### src/rtl/edf_pkg.sv
package edf_pkg;
  localparam int TID_W  = 6;
  localparam int TIME_W = 16;
  localparam int WORK_W = 16;

  typedef struct packed {
    logic              live;
    logic [TID_W-1:0]  tid;
    logic [TIME_W-1:0] due;
  } slot_key_t;

  localparam int KEY_W = $bits(slot_key_t);

  typedef enum logic [1:0] {
    PH_IDLE,
    PH_HEAD,
    PH_SCAN,
    PH_WB
  } phase_t;

  // Candidate replaces the current best only with a strictly earlier live deadline.
  function automatic logic precedes(slot_key_t cand, slot_key_t best);
    return cand.live && (!best.live || (cand.due < best.due));
  endfunction
endpackage

### src/rtl/edf_table_ram.sv
module edf_table_ram #(
  parameter int DEPTH = 32,
  parameter int W     = 8,
  localparam int AW   = (DEPTH > 1) ? $clog2(DEPTH) : 1
) (
  input  logic          clk,
  input  logic          rst_n,
  input  logic          wa_en,
  input  logic [AW-1:0] wa_addr,
  input  logic [W-1:0]  wa_data,
  input  logic          wb_en,
  input  logic [AW-1:0] wb_addr,
  input  logic [W-1:0]  wb_data,
  input  logic [AW-1:0] rd_addr,
  output logic [W-1:0]  rd_data
);
  logic [W-1:0] mem [DEPTH];

  // Port A is written last, so it wins when both ports hit one address.
  always_ff @(posedge clk or negedge rst_n) begin
    if (!rst_n) begin
      for (int k = 0; k < DEPTH; k++) mem[k] <= '0;
      rd_data <= '0;
    end else begin
      if (wb_en) mem[wb_addr] <= wb_data;
      if (wa_en) mem[wa_addr] <= wa_data;
      rd_data <= mem[rd_addr];
    end
  end
endmodule

### src/rtl/edf_loop_gen.sv
module edf_loop_gen #(
  parameter int DEPTH = 32,
  localparam int AW   = (DEPTH > 1) ? $clog2(DEPTH) : 1
) (
  input  logic          clk,
  input  logic          rst_n,
  input  logic          init,
  input  logic          head,
  input  logic          step,
  input  logic          adv,
  output logic [AW-1:0] outer,
  output logic [AW-1:0] inner,
  output logic          inner_done,
  output logic          outer_done
);
  logic [AW-1:0] item_cnt;
  logic [AW-1:0] issued;

  always_ff @(posedge clk or negedge rst_n) begin
    if (!rst_n) begin
      outer    <= '0;
      item_cnt <= '0;
      inner    <= '0;
      issued   <= '0;
    end else begin
      if (init) begin
        outer    <= '0;
        item_cnt <= AW'(DEPTH - 1);
      end else if (adv) begin
        outer    <= outer + 1'b1;
        item_cnt <= item_cnt - 1'b1;
      end
      if (head) begin
        inner  <= outer + 1'b1;
        issued <= '0;
      end else if (step) begin
        inner  <= inner + 1'b1;
        issued <= issued + 1'b1;
      end
    end
  end

  assign inner_done = (issued == item_cnt);
  assign outer_done = (outer == AW'(DEPTH - 1));


  scan_window_chk: assert property (@(posedge clk) disable iff (!rst_n)
    step |-> (inner > outer));


  count_pair_chk: assert property (@(posedge clk) disable iff (!rst_n)
    head |-> (({1'b0, outer} + {1'b0, item_cnt}) == (AW+1)'(DEPTH - 1)));
endmodule

### src/rtl/edf_min_select.sv
module edf_min_select
  import edf_pkg::*;
#(
  parameter int DEPTH = 32,
  localparam int AW   = (DEPTH > 1) ? $clog2(DEPTH) : 1
) (
  input  logic              clk,
  input  logic              rst_n,
  input  logic              take,
  input  logic              seed,
  input  logic [AW-1:0]     tag,
  input  slot_key_t         rd_key,
  input  logic [WORK_W-1:0] rd_work,
  output slot_key_t         best_key,
  output logic [WORK_W-1:0] best_work,
  output logic [AW-1:0]     best_idx,
  output slot_key_t         held_key,
  output logic [WORK_W-1:0] held_work
);
  always_ff @(posedge clk or negedge rst_n) begin
    if (!rst_n) begin
      best_key  <= '0;
      best_work <= '0;
      best_idx  <= '0;
      held_key  <= '0;
      held_work <= '0;
    end else if (take) begin
      if (seed) begin
        held_key  <= rd_key;
        held_work <= rd_work;
        best_key  <= rd_key;
        best_work <= rd_work;
        best_idx  <= tag;
      end else if (precedes(rd_key, best_key)) begin
        best_key  <= rd_key;
        best_work <= rd_work;
        best_idx  <= tag;
      end
    end
  end


  best_mono_chk: assert property (@(posedge clk) disable iff (!rst_n)
    (take && !seed && best_key.live) |=>
      (best_key.live && (best_key.due <= $past(best_key.due))));
endmodule

### src/rtl/edf_feas_check.sv
module edf_feas_check
  import edf_pkg::*;
#(
  parameter int DEPTH  = 32,
  localparam int CUM_W = TIME_W + $clog2(DEPTH + 1) + 1
) (
  input  logic              clk,
  input  logic              rst_n,
  input  logic              clear,
  input  logic [TIME_W-1:0] base,
  input  logic              check,
  input  logic [TIME_W-1:0] due,
  input  logic [WORK_W-1:0] work,
  output logic              late
);
  logic [CUM_W-1:0] acc;
  logic [CUM_W-1:0] acc_next;

  assign acc_next = acc + CUM_W'(work);

  always_ff @(posedge clk or negedge rst_n) begin
    if (!rst_n) begin
      acc  <= '0;
      late <= 1'b0;
    end else if (clear) begin
      acc  <= CUM_W'(base);
      late <= 1'b0;
    end else if (check) begin
      acc <= acc_next;
      if (acc_next > CUM_W'(due)) late <= 1'b1;
    end
  end


  late_sticky_chk: assert property (@(posedge clk) disable iff (!rst_n)
    (late && !clear) |=> late);


  acc_grow_chk: assert property (@(posedge clk) disable iff (!rst_n)
    !clear |=> (acc >= $past(acc)));
endmodule

### src/rtl/edf_sched.sv
module edf_sched
  import edf_pkg::*;
#(
  parameter int N_SLOTS = 32,
  localparam int AW     = (N_SLOTS > 1) ? $clog2(N_SLOTS) : 1
) (
  input  logic              clk,
  input  logic              rst_n,
  input  logic              ld_valid,
  output logic              ld_ready,
  input  logic [AW-1:0]     ld_slot,
  input  logic              ld_live,
  input  logic [TID_W-1:0]  ld_tid,
  input  logic [TIME_W-1:0] ld_due,
  input  logic [WORK_W-1:0] ld_work,
  input  logic [AW-1:0]     peek_slot,
  output logic              peek_live,
  output logic [TID_W-1:0]  peek_tid,
  output logic [TIME_W-1:0] peek_due,
  output logic [WORK_W-1:0] peek_work,
  input  logic              start,
  input  logic [TIME_W-1:0] now_time,
  output logic              busy,
  output logic              done,
  output logic [AW-1:0]     first_slot,
  output logic [TID_W-1:0]  first_tid,
  output logic              none_live,
  output logic              late
);
  phase_t phase;

  logic          tag_v, tag_seed;
  logic [AW-1:0] tag_idx;
  logic          go;
  logic [AW-1:0] outer, inner;
  logic          inner_done, outer_done;

  slot_key_t         wa_key, wb_key, best_key, held_key, rd_key;
  logic [KEY_W-1:0]  rd_key_bits;
  logic [WORK_W-1:0] wa_work, wb_work, best_work, held_work, rd_work;
  logic              wa_en, wb_en;
  logic [AW-1:0]     wa_addr, wb_addr, rd_addr, best_idx;

  assign go       = (phase == PH_IDLE) && start;
  assign busy     = (phase != PH_IDLE);
  assign ld_ready = (phase == PH_IDLE);
  assign rd_key   = slot_key_t'(rd_key_bits);

  edf_loop_gen #(.DEPTH(N_SLOTS)) u_loop (
    .clk        (clk),
    .rst_n      (rst_n),
    .init       (go),
    .head       (phase == PH_HEAD),
    .step       ((phase == PH_SCAN) && !inner_done),
    .adv        ((phase == PH_WB) && !outer_done),
    .outer      (outer),
    .inner      (inner),
    .inner_done (inner_done),
    .outer_done (outer_done)
  );

  // Port steering: host writes while idle, the two-entry swap in write-back.
  always_comb begin
    wa_en   = 1'b0;
    wa_addr = ld_slot;
    wa_key  = '{live: ld_live, tid: ld_tid, due: ld_due};
    wa_work = ld_work;
    wb_en   = 1'b0;
    wb_addr = best_idx;
    wb_key  = held_key;
    wb_work = held_work;
    rd_addr = peek_slot;
    unique case (phase)
      PH_IDLE: wa_en = ld_valid;
      PH_HEAD: rd_addr = outer;
      PH_SCAN: rd_addr = inner;
      PH_WB: begin
        wa_en   = 1'b1;
        wa_addr = outer;
        wa_key  = best_key;
        wa_work = best_work;
        wb_en   = 1'b1;
      end
    endcase
  end

  edf_table_ram #(.DEPTH(N_SLOTS), .W(KEY_W)) u_key_ram (
    .clk     (clk),
    .rst_n   (rst_n),
    .wa_en   (wa_en),
    .wa_addr (wa_addr),
    .wa_data (wa_key),
    .wb_en   (wb_en),
    .wb_addr (wb_addr),
    .wb_data (wb_key),
    .rd_addr (rd_addr),
    .rd_data (rd_key_bits)
  );

  edf_table_ram #(.DEPTH(N_SLOTS), .W(WORK_W)) u_work_ram (
    .clk     (clk),
    .rst_n   (rst_n),
    .wa_en   (wa_en),
    .wa_addr (wa_addr),
    .wa_data (wa_work),
    .wb_en   (wb_en),
    .wb_addr (wb_addr),
    .wb_data (wb_work),
    .rd_addr (rd_addr),
    .rd_data (rd_work)
  );

  assign peek_live = rd_key.live;
  assign peek_tid  = rd_key.tid;
  assign peek_due  = rd_key.due;
  assign peek_work = rd_work;

  edf_min_select #(.DEPTH(N_SLOTS)) u_sel (
    .clk       (clk),
    .rst_n     (rst_n),
    .take      ((phase == PH_SCAN) && tag_v),
    .seed      (tag_seed),
    .tag       (tag_idx),
    .rd_key    (rd_key),
    .rd_work   (rd_work),
    .best_key  (best_key),
    .best_work (best_work),
    .best_idx  (best_idx),
    .held_key  (held_key),
    .held_work (held_work)
  );

  edf_feas_check #(.DEPTH(N_SLOTS)) u_feas (
    .clk   (clk),
    .rst_n (rst_n),
    .clear (go),
    .base  (now_time),
    .check ((phase == PH_WB) && best_key.live),
    .due   (best_key.due),
    .work  (best_work),
    .late  (late)
  );

  // Phase sequencing: head read, pipelined scan, one-cycle swap and check.
  always_ff @(posedge clk or negedge rst_n) begin
    if (!rst_n) begin
      phase      <= PH_IDLE;
      tag_v      <= 1'b0;
      tag_seed   <= 1'b0;
      tag_idx    <= '0;
      done       <= 1'b0;
      first_slot <= '0;
      first_tid  <= '0;
      none_live  <= 1'b1;
    end else begin
      done <= 1'b0;
      unique case (phase)
        PH_IDLE: if (start) phase <= PH_HEAD;
        PH_HEAD: begin
          tag_v    <= 1'b1;
          tag_seed <= 1'b1;
          tag_idx  <= outer;
          phase    <= PH_SCAN;
        end
        PH_SCAN: begin
          tag_seed <= 1'b0;
          if (inner_done) begin
            tag_v <= 1'b0;
            phase <= PH_WB;
          end else begin
            tag_v   <= 1'b1;
            tag_idx <= inner;
          end
        end
        PH_WB: begin
          if (outer == '0) begin
            first_slot <= best_idx;
            first_tid  <= best_key.tid;
            none_live  <= !best_key.live;
          end
          if (outer_done) begin
            phase <= PH_IDLE;
            done  <= 1'b1;
          end else begin
            phase <= PH_HEAD;
          end
        end
      endcase
    end
  end


  done_pulse_chk: assert property (@(posedge clk) disable iff (!rst_n)
    done |=> !done);


  done_after_busy_chk: assert property (@(posedge clk) disable iff (!rst_n)
    done |-> ($past(busy) && !busy));


  empty_clean_chk: assert property (@(posedge clk) disable iff (!rst_n)
    (done && none_live) |-> !late);
endmodule

### config.mk
export PLATFORM = sky130hd
export DESIGN_NAME = edf_sched
export DESIGN_NICKNAME = d
export VERILOG_FILES = /design/src/rtl/edf_pkg.sv /design/src/rtl/edf_table_ram.sv /design/src/rtl/edf_loop_gen.sv /design/src/rtl/edf_min_select.sv /design/src/rtl/edf_feas_check.sv /design/src/rtl/edf_sched.sv
export SDC_FILE = /design/constraint.sdc
export NUM_CORES = 2
export LEC_CHECK = 0
export ABC_AREA = 0
export CAP_MARGIN = 20
export CORE_MARGIN = 4
export CORE_UTILIZATION = 55
export DETAILED_ROUTE_END_ITERATION = 8
export GPL_TIMING_DRIVEN = 1
export PLACE_DENSITY = 0.75
export SLEW_MARGIN = 15
export SYNTH_ARGS = -nofsm -noshare
export SYNTH_HDL_FRONTEND = slang
export SYNTH_SLANG_ARGS = --single-unit
export TNS_END_PERCENT = 1
### constraint.sdc
create_clock -name clk -period 3.5 [get_ports clk]
set_clock_uncertainty 0.05 [all_clocks]
set_input_delay 0.7 -clock clk [delete_from_list [all_inputs] [get_ports clk]]
set_output_delay 0.7 -clock clk [all_outputs]
set_load 0.02 [all_outputs]
==> metrics.txt <==
synthesis-to-finish area growth 13.6%; Startpoint Class flip-flop; Post-synth EDFFs 0; via count 60.3k; top post-synthesis cells by area dfrtp_1 46%, mux2i_1 17%, mux4_2 9.1%, a21oi_1 7.6%, nor2_1 5.8%; DP Area 0.0827 mm^2; violated checks setup timing; post-route ant nets 0; number of remaining DRC errors 0; vias per cell 6.57; Final WS setup -212 ps; Syn Nets 7491; Fin. Hold Viols 0; R2R cell count 17; Crit. End Element flip-flop; sequential-to-total area share from yosys stat 0.463; gpl congestion 0.934; Core Region 0.140 mm^2; utilization after layout 0.630; Critical R2R Launch u_feas.acc[0]; Placed Cells incl. Taps 8883; WS Path Type reg -> reg; Final min period 3710 ps; fmax 269 MHz; hold_ws 402 ps; Die H 384 um; non-filler cells, final 9175; wire per inst 28.9 um; Port Buffers 123; VDD IR max 0.000751 V; Final Cycle Share 1.06; Ys Warns 0; share of cells above drive strength 1 0.165; CTS tree done; Clock Latency Late Sink 830 ps; Finish-stage setup viols 1; largest net degree at the start of global routing 100; vias in the first global route 59.8k; grt total ovfl 0; I/O pins 124; most common flop cell mapped by yosys dfrtp_1; Synth cell types 65; initial antenna violation count 6; Final Total Pwr 0.0891 W; worst r2r dst u_feas.late; synthesized area per cell 10.5 um^2; Slew Viols, Final 0; #FFs+latches synth 1436; Critical Path AT 4350 ps; Syn Std Cell Area 0.0776 mm^2; # clock sinks 1436; Async S/R FF share, synth 1.00; root buffer cell clkbuf_16; Slew HR 0.157; CP startpoint u_feas.acc[0]; row count 137; share of the synthesized area in the top cell type 0.463; RSZ-0062 raised after global routing true; Hold Path Class in -> reg; CTS Buf Count 153; Clock H-tree levels 4; critical path peak fanout 3; Initial Utilization 0.555; area leader, netlist dfrtp_1; die width 384 um; router iterations before antenna repair 8; flop-to-flop setup slack -210 ps; Routed WL 265000 um; worst path required time 4140 ps; first-pass GRT wire length 390000 um; Leakage 35.1 nW; worst setup path end u_feas.late; design area 0.0882 mm^2; Slew @ Worst Pin 1260 ps; Post-DP HPWL 153000 um; outcome finished, violations left; Clock transition at path regs 60 ps; GRT Total Usage 0.356; Mapped Cells 7364; nets@finish 7308; Cell Pwr Density 1010 mW/mm^2; Iter 0 DRT Violations 6886; clk buf depth 3; die area 0.147 mm^2; Fill cells 10.8k; max-cap violations 0
[layout make-up]
| cell class | instances | area, um^2 | area share |
|---|---|---|---|
| multi-input cells | 5075 | 38700 | 0.439 |
| flip-flops and latches | 1436 | 35900 | 0.408 |
| well taps | 1876 | 2350 | 0.0266 |
| repair buffers | 483 | 5920 | 0.0672 |
| inverters | 32 | 120 | 0.00136 |
| diodes | 2 | 5.00 | 0.0000568 |
| clock inverters | 55 | 606 | 0.00687 |
| clock buffers | 216 | 4500 | 0.0511 |
[stage by stage]
step                setup slack [ps]  setup TNS, ps
finish                          -212           -212
global placement                -318           -318
global route                    -393           -393
detailed placement              -413           -413
floorplan                       7.55              0
CTS                             -158           -158
[worst max-delay path, stage by stage (launching register included)]
cell       delay [ps]
dfrtp_1           390
ha_2              210
fa_2              370
a211oi_4          260
o211a_1           240
buf_4             120
nor2_1             40
a21o_1            170
xor2_1            230
ha_1              300
and4_1            200
nand4_1           140
a211oi_2           80
a2111oi_4         220
o2111ai_1         140
nor3b_1           180
and3_1            180
a31oi_1            70
[cell usage after synthesis, drive strengths merged (44+ instances only)]
master	count
a21oi	1185
buf	320
clkbuf	501
dfrtp	1435
ha	57
mux2	211
mux2i	1349
mux4	312
nand2	297
nor2	1209
o211ai	44
o21ai	231
[routing by layer]
metal	wire length, um	track usage
met5	113	0.00298
met4	22400	0.252
met3	28300	0.0898
met2	119000	0.542
met1	95500	0.447
[kinds of logic (layout without fill, tap and decap cells)]
kind of cell	Yosys count	count (layout)	share of synthesized area
adders and majority gates	58	58	0.00944
muxes	1872	1872	0.295
AOI/OAI and AO/OA	1510	1510	0.101
buffers and inverters	853	786	0.0468
DFF	1436	1436	0.463
and+or+nand+nor	1594	1594	0.0802
other	0	2	0
xor gates and xnor gates	41	41	0.00463
[worst min-delay path by stage]
stage,depth (start not counted),from,to,slack [ps]
floorplan,0,rst_n,done,350
global placement,1,tag_idx[4],u_sel.best_idx[4],410
detailed placement,1,tag_idx[0],u_sel.best_idx[0],430
CTS,3,now_time[15],u_feas.acc[15],370
global route,3,now_time[15],u_feas.acc[15],430
finish,3,now_time[15],u_feas.acc[15],400
[where the power goes]
part	internal (W)	switching, W	leakage [nW]
Sequential	0.0231	0.00591	13.6
Combinational	0.0204	0.0230	19.0
Clock	0.00970	0.00701	2.53
[cells in the final DEF (no fill, tap or decap), types with 25 or more instances in the layout]
cell / count
nor2_1: 1192
buf_4: 201
o21ai_1: 45
buf_12: 146
dfrtp_1: 1434
o21ai_0: 181
mux2_1: 32
clkbuf_8: 33
inv_1: 32
nand2_4: 44
ha_1: 53
clkinv_2: 28
o211ai_1: 44
mux2i_1: 1349
clkdlybuf4s50_1: 122
mux2_2: 179
mux4_2: 312
clkbuf_16: 158
clkbuf_1: 25
a21oi_1: 1179
nand2_1: 252
[sequential cells by signal, indices dropped and copies added, names as in the netlist, 2 cells and up]
| signal | flops |
|---|---|
| u_sel.held_key | 23 |
| u_key_ram.rd_data | 23 |
| u_key_ram.mem | 736 |
| u_feas.acc | 23 |
| u_sel.best_work | 16 |
| u_sel.held_work | 16 |
| u_work_ram.mem | 512 |
| u_work_ram.rd_data | 16 |
| u_loop.outer | 5 |
| tag_idx | 5 |
| u_loop.inner | 5 |
| phase | 2 |
| u_sel.best_key | 23 |
| u_loop.item_cnt | 5 |
| first_slot | 5 |
| first_tid | 6 |
| u_loop.issued | 5 |
| u_sel.best_idx | 5 |
[timing repair]
action / in CTS / in global routing
pin swaps: 15 / 4
buffers inserted: 6 / 0
hold buffers: 1 / 0
gates cloned: 0 / 0
resized for setup: 14 / 4
endpoints found under the hold margin: 75 / 0
setup endpoints to repair: 1 / 1
Power figures use the tool's default switching activity.
